### config.mk
export PLATFORM = sky130hd
export DESIGN_NAME = exc_seq
export DESIGN_NICKNAME = d
export VERILOG_FILES = /design/src/rtl/exc_seq.sv
export SDC_FILE = /design/constraint.sdc
export NUM_CORES = 2
export LEC_CHECK = 0
export BUFFER_PORTS_ARGS = -buffer_cell sky130_fd_sc_hd__buf_4
export CAP_MARGIN = 20
export CELL_PAD_IN_SITES_DETAIL_PLACEMENT = 1
export CELL_PAD_IN_SITES_GLOBAL_PLACEMENT = 1
export CORE_MARGIN = 3
export CORE_UTILIZATION = 50
export CTS_CLUSTER_SIZE = 28
export DETAILED_ROUTE_END_ITERATION = 6
export PLACE_DENSITY_LB_ADDON = 0.1
export SLEW_MARGIN = 20
export SYNTH_ARGS = -nofsm -noshare
export SYNTH_HDL_FRONTEND = slang
export SYNTH_SLANG_ARGS = --single-unit
### constraint.sdc
create_clock -name clk -period 11 [get_ports clk]
set_clock_uncertainty 0.15 [all_clocks]
set_input_delay 1.1 -clock clk [delete_from_list [all_inputs] [get_ports clk]]
set_output_delay 1.1 -clock clk [all_outputs]
set_load 0.01 [all_outputs]
### src/rtl/exc_seq.sv
module exc_seq #(
  parameter int W = 32,
  parameter int NVEC = 64,
  parameter bit EMBEDDED = 1'b0,
  parameter int ME_BIT = 12,
  parameter int ILE_BIT = 16,
  parameter int LE_BIT = 0,
  parameter logic [W-1:0] SAVE_CLR = 32'h783F0000,
  parameter logic [W-1:0] LEGACY_CLR = 32'hFFFF0000,
  localparam int AW = $clog2(NVEC)
) (
  input  logic          clk,
  input  logic          rst_n,
  input  logic          vt_we,
  input  logic [AW-1:0] vt_addr,
  input  logic [W-1:0]  vt_data,
  input  logic [W-1:0]  prefix,
  input  logic          ent_valid,
  input  logic [AW-1:0] ent_code,
  input  logic [1:0]    ent_kind,
  input  logic [W-1:0]  ent_pc,
  input  logic [W-1:0]  ent_state,
  input  logic [W-1:0]  ent_err,
  input  logic          ent_restart,
  input  logic          ret_valid,
  input  logic [1:0]    ret_sel,
  input  logic          ret_legacy,
  output logic          done,
  output logic          vec_err,
  output logic          checkstop,
  output logic [W-1:0]  tgt_pc,
  output logic [W-1:0]  new_state
);
  localparam logic [1:0] K_NORM = 2'd0;
  localparam logic [1:0] K_CRIT = 2'd1;
  localparam logic [1:0] K_MCHK = 2'd2;
  localparam logic [1:0] K_DBG  = 2'd3;
  localparam logic [W-1:0] ONE  = {{(W-1){1'b0}}, 1'b1};
  localparam logic [W-1:0] ME_M = ONE << ME_BIT;
  localparam logic [W-1:0] LE_M = ONE << LE_BIT;
  localparam logic [W-1:0] PC_ALIGN = {{(W-2){1'b1}}, 2'b00};

  logic [W-1:0] vtab  [NVEC];
  logic [W-1:0] sv_pc [4];
  logic [W-1:0] sv_st [4];

  wire [W-1:0] vec       = vtab[ent_code];
  wire         vec_undef = &vec;
  wire         is_mchk   = (ent_kind == K_MCHK);
  wire         stop_now  = is_mchk && !ent_state[ME_BIT];
  wire         go        = ent_valid && !checkstop;
  wire         rgo       = ret_valid && !ent_valid && !checkstop;

  wire [W-1:0] save_pc = ent_restart ? ent_pc - W'(4) : ent_pc;
  wire [W-1:0] save_st = (EMBEDDED ? ent_state : (ent_state & ~SAVE_CLR)) | ent_err;
  wire [W-1:0] hnd_st  = (is_mchk ? '0 : (ent_state & ME_M))
                       | (ent_state[ILE_BIT] ? LE_M : '0);

  logic [W-1:0] rmask;
  always_comb begin
    case (ret_sel)
      K_NORM:  rmask = EMBEDDED ? '1 : ~SAVE_CLR;
      K_CRIT:  rmask = ret_legacy ? ~LEGACY_CLR : '1;
      default: rmask = '1;
    endcase
  end

  always_ff @(posedge clk) begin
    if (!rst_n) begin
      for (int i = 0; i < NVEC; i++) vtab[i] <= '1;
    end else if (vt_we) begin
      vtab[vt_addr] <= vt_data;
    end
  end

  always_ff @(posedge clk) begin
    if (!rst_n) begin
      done      <= 1'b0;
      vec_err   <= 1'b0;
      checkstop <= 1'b0;
      tgt_pc    <= '0;
      new_state <= '0;
      for (int i = 0; i < 4; i++) begin
        sv_pc[i] <= '0;
        sv_st[i] <= '0;
      end
    end else begin
      done    <= 1'b0;
      vec_err <= 1'b0;
      if (go) begin
        if (stop_now) begin
          checkstop <= 1'b1;
        end else if (vec_undef) begin
          vec_err <= 1'b1;
        end else begin
          done            <= 1'b1;
          tgt_pc          <= vec | prefix;
          new_state       <= hnd_st;
          sv_pc[ent_kind] <= save_pc;
          sv_st[ent_kind] <= save_st;
          if (ent_kind == K_DBG) begin
            sv_pc[K_CRIT] <= save_pc;
            sv_st[K_CRIT] <= save_st;
          end
        end
      end else if (rgo) begin
        done      <= 1'b1;
        tgt_pc    <= sv_pc[ret_sel] & PC_ALIGN;
        new_state <= sv_st[ret_sel] & rmask;
      end
    end
  end
endmodule

==> flow_metrics.env <==
export IMPL_status="complete, but fails checks"
export IMPL_violations="DRC"
export IMPL_power_combinational_fraction_pct=9.5
export IMPL_clock_slew_at_reported_path_ffs_ps=60
export IMPL_drt_antenna_violating_nets=0
export IMPL_synth_compound_area_share_pct=3.77
export IMPL_prevailing_post_synth_register_cell="edfxtp_1"
export IMPL_slew_limit_headroom_pct=3.97
export IMPL_cts_buffers=277
export IMPL_clock_tree_buffer_depth=4
export IMPL_dominant_combinational_cell_family_by_area_after_synthesis="simple AND/OR/NAND/NOR gates"
export IMPL_p_leak_nw=38.8
export IMPL_postPlaceCellArea_um2=113000
export IMPL_cp_required_ps=11450
export IMPL_grt_use_total_pct=35.7
export IMPL_dominant_cells_by_area_after_synthesis="edfxtp_1 (63%), or3_1 (10%), mux4_2 (7.2%), mux2i_1 (3.9%), clkbuf_1 (2.5%)"
export IMPL_grt_max_degree=197
export IMPL_timing_final_crit_period_ps=7570
export IMPL_finalMaxSlewViolations=0
export IMPL_post_drt_wl_per_cell_um=38.5
export IMPL_worst_setup_path_type="in2reg"
export IMPL_seq_power_share_pct=49.8
export IMPL_muxShareOfSynthArea_pct=11.9
export IMPL_post_synth_inst_count=7676
export IMPL_die_area_um2=223000
export IMPL_cell_type_contributing_the_most_total_cell_area_after_synthesis="edfxtp_1"
export IMPL_hpwlAfterDp_um=234000
export IMPL_pin_count=250
export IMPL_fin_worst_hold_slack_ps=312
export IMPL_clock_latency_ps=950
export IMPL_finalSetupViolCount=0
export IMPL_clock_network_power_share_pct=40.6
export IMPL_netSwitchingFraction_pct=24.8
export IMPL_starting_density_pct=50.5
export IMPL_cts_sinks=2353
export IMPL_yosys_area_share_adder_pct=0.0115
export IMPL_core_area_um2=215000
export IMPL_synthSimpleGateAreaFrac_pct=15.5
export IMPL_tritoncts_clock_tree="built"
export IMPL_setup_repair_after_global_routing_missed_its_margin="no"
export IMPL_first_global_vias=72102
export IMPL_synth_seq_area_share_pct=64.3
export IMPL_syn_area_um2=109000
export IMPL_drt_pass1_iter_count=7
export IMPL_synth_lib_cells_used_distinct=83
export IMPL_final_layout_size_suffix_gt1_share_pct=20.1
export IMPL_synth_xor_area_share_pct=0.233
export IMPL_io_buffer_count=238
export IMPL_initialDrtViolationCount=11328
export IMPL_layout_area_overhead_vs_synth_pct=11.0
export IMPL_rows=170
export IMPL_ys_ff_latch=2353
export IMPL_cellInternalPower_mw=15.8
export IMPL_mean_syn_cell_area_um2=14.2
export IMPL_critPathCaptureType="register"
export IMPL_number_of_enable_type_register_cells_in_the_synthesized_netlist=2286
export IMPL_place_detailed_instances=10022
export IMPL_gp_routability_congestion=0.957
export IMPL_fmax_mhz=132
export IMPL_final_cell_area_um2=121000
export IMPL_power_switching_mw=5.20
export IMPL_cts_root_buf="clkbuf_16"
export IMPL_postCtsResizedCells=0
export IMPL_finalWirelength_um=404000
export IMPL_cts_max_level=5
export IMPL_power_per_cell_area_nw_per_um2=174
export IMPL_setup_tns_final_ps=0
export IMPL_tightestPinTransition_ps=1440
export IMPL_finalCritPeriodShare_pct=68.8
export IMPL_drc_errors=1
export IMPL_finalHoldViolCount=0
export IMPL_irDropWorstVdd_mv=0.174
export IMPL_post_layout_nonfiller_instances=10503
export IMPL_async_flop_share_pct=0
export IMPL_synth_net_count=7860
export IMPL_die_width_um=472
export IMPL_reg2reg_setup_slack_ps=4600
export IMPL_timing_critical_path_from_type="input pin"
export IMPL_cts_hold_repair_buffers=0
export IMPL_number_of_antenna_violations_at_the_first_check_in_global_routing=47
export IMPL_arrival_ps=8020
export IMPL_critical_path_max_fanout=125
export IMPL_max_cap_violations=0
export IMPL_globalRouteOverflowTotal=0
export IMPL_holdCritPathClass="reg2reg"
export IMPL_netlist_area_leader_share_pct=63.1
export IMPL_chipHeight_um=472
export IMPL_total_power_mw=21.0
export IMPL_post_drt_via_cell_ratio=6.96
export IMPL_grt_pass1_wl_um=565000
export IMPL_post_cts_repair_setup_buffers=0
export IMPL_finish_net_count=7648
export IMPL_synth_warnings=0
export IMPL_dr_total_vias=73111
==> worst paths after layout <==
kind / cells after the start / end / start
worst max-delay path: 14 / sv_st[0][8] / ent_code[0]
worst max register to register: 11 / sv_st[2][27] / vtab[37][27]
worst min-delay path: 1 / new_state[29] / new_state[29]
worst min register to register: 1 / new_state[29] / new_state[29]
==> power groups by stage <==
| stage | sequential, mW | combinational, mW | clock, mW |
|---|---|---|---|
| after floorplan | 10.6 | 1.04 | 0 |
| after global placement | 10.6 | 1.92 | 0 |
| after detailed placement | 10.6 | 1.94 | 0 |
| after CTS | 10.4 | 1.95 | 8.58 |
| after global routing | 10.5 | 2.05 | 8.94 |
| final | 10.4 | 2.00 | 8.52 |
==> through the flow <==
step                utilization [%]  worst slack (ps)
finish                         56.0              3430
global route                   56.0              3290
CTS                            56.0              3710
detailed placement             52.2              2760
global placement               52.2              2740
floorplan                         -              2270
==> cells in the final DEF (no fill, tap or decap), types with 25 or more instances in the layout <==
| master | count |
|---|---|
| buf_4 | 443 |
| nor2_1 | 260 |
| mux2_2 | 26 |
| dfxtp_1 | 67 |
| mux4_2 | 349 |
| or3_1 | 1804 |
| clkbuf_16 | 284 |
| edfxtp_1 | 2286 |
| nand2_1 | 147 |
| and3_1 | 38 |
| a22oi_1 | 194 |
| o21ai_4 | 58 |
| o22ai_1 | 67 |
| a22o_1 | 25 |
| clkbuf_1 | 70 |
| nor4_1 | 70 |
| mux2i_1 | 429 |
| clkinv_1 | 68 |
| nor3_1 | 105 |
| o211ai_1 | 28 |
| o21ai_0 | 31 |
| nand4_1 | 27 |
| a21oi_1 | 62 |
| or2_2 | 259 |
| nand3_1 | 83 |
==> logic make-up after synthesis <==
logic type	Yosys count
buffers and inverters	984
AOI/OAI and AO/OA	589
xor gates and xnor gates	29
adders and majority gates	1
DFF	2353
muxes	822
and+or+nand+nor	2898
==> area by class of cell <==
type | instances | area [um2]
inverter | 21 | 78.8
sequential | 2353 | 70000
clock buffer | 356 | 7400
clock inverter | 106 | 684
tap | 2838 | 3550
fill | 20002 | 94700
multi-input combinational | 4339 | 35100
antenna | 18 | 45.0
timing repair buffer | 472 | 3890
==> synth_stat cells, types with 6 or more instances <==
cell type / instances
a211oi_1: 10
a21oi_1: 63
a221oi_1: 8
a22o_1: 25
a22oi_1: 194
a31oi_1: 11
a32oi_1: 21
and2_1: 11
and3_1: 38
buf_1: 40
buf_12: 12
buf_2: 77
buf_4: 44
buf_6: 24
buf_8: 22
clkbuf_1: 739
dfxtp_1: 67
edfxtp_1: 2286
inv_1: 19
mux2_2: 26
mux2i_1: 429
mux4_1: 18
mux4_2: 349
nand2_1: 159
nand2b_1: 15
nand3_1: 86
nand3b_1: 8
nand4_1: 27
nor2_1: 264
nor2b_1: 17
nor3_1: 105
nor4_1: 71
o2111ai_1: 7
o211ai_1: 28
o21ai_0: 91
o22ai_1: 67
o2bb2ai_1: 14
o311ai_0: 9
o31ai_1: 6
or2_2: 260
or3_1: 1807
or4_1: 7
xnor2_1: 22
xor2_1: 7
==> routing by layer <==
metal  global-route usage (%)  routed length, um  part of all wire [%]
met5                        0                 44                 0.011
met2                     53.4             182000                    45
met4                     16.4              21200                   5.3
met1                     50.4             157000                    39
met3                     7.54              43500                    11
==> flip-flops by register name (all words and copies together), names as in the netlist <==
name	count
checkstop	1
done	1
new_state	32
sv_pc	120
sv_st	118
tgt_pc	32
vec_err	1
vtab	2048
==> critical path, stage by stage <==
cell	delay, ps
buf_8	470
buf_4	870
mux4_2	380
mux2i_1	90
a221oi_1	840
a21o_1	420
a31oi_1	90
buf_4	220
a221oi_2	580
nand4_1	280
or4_1	920
nand2_8	710
buf_4	620
nor4_1	130
Power figures use the tool's default switching activity.
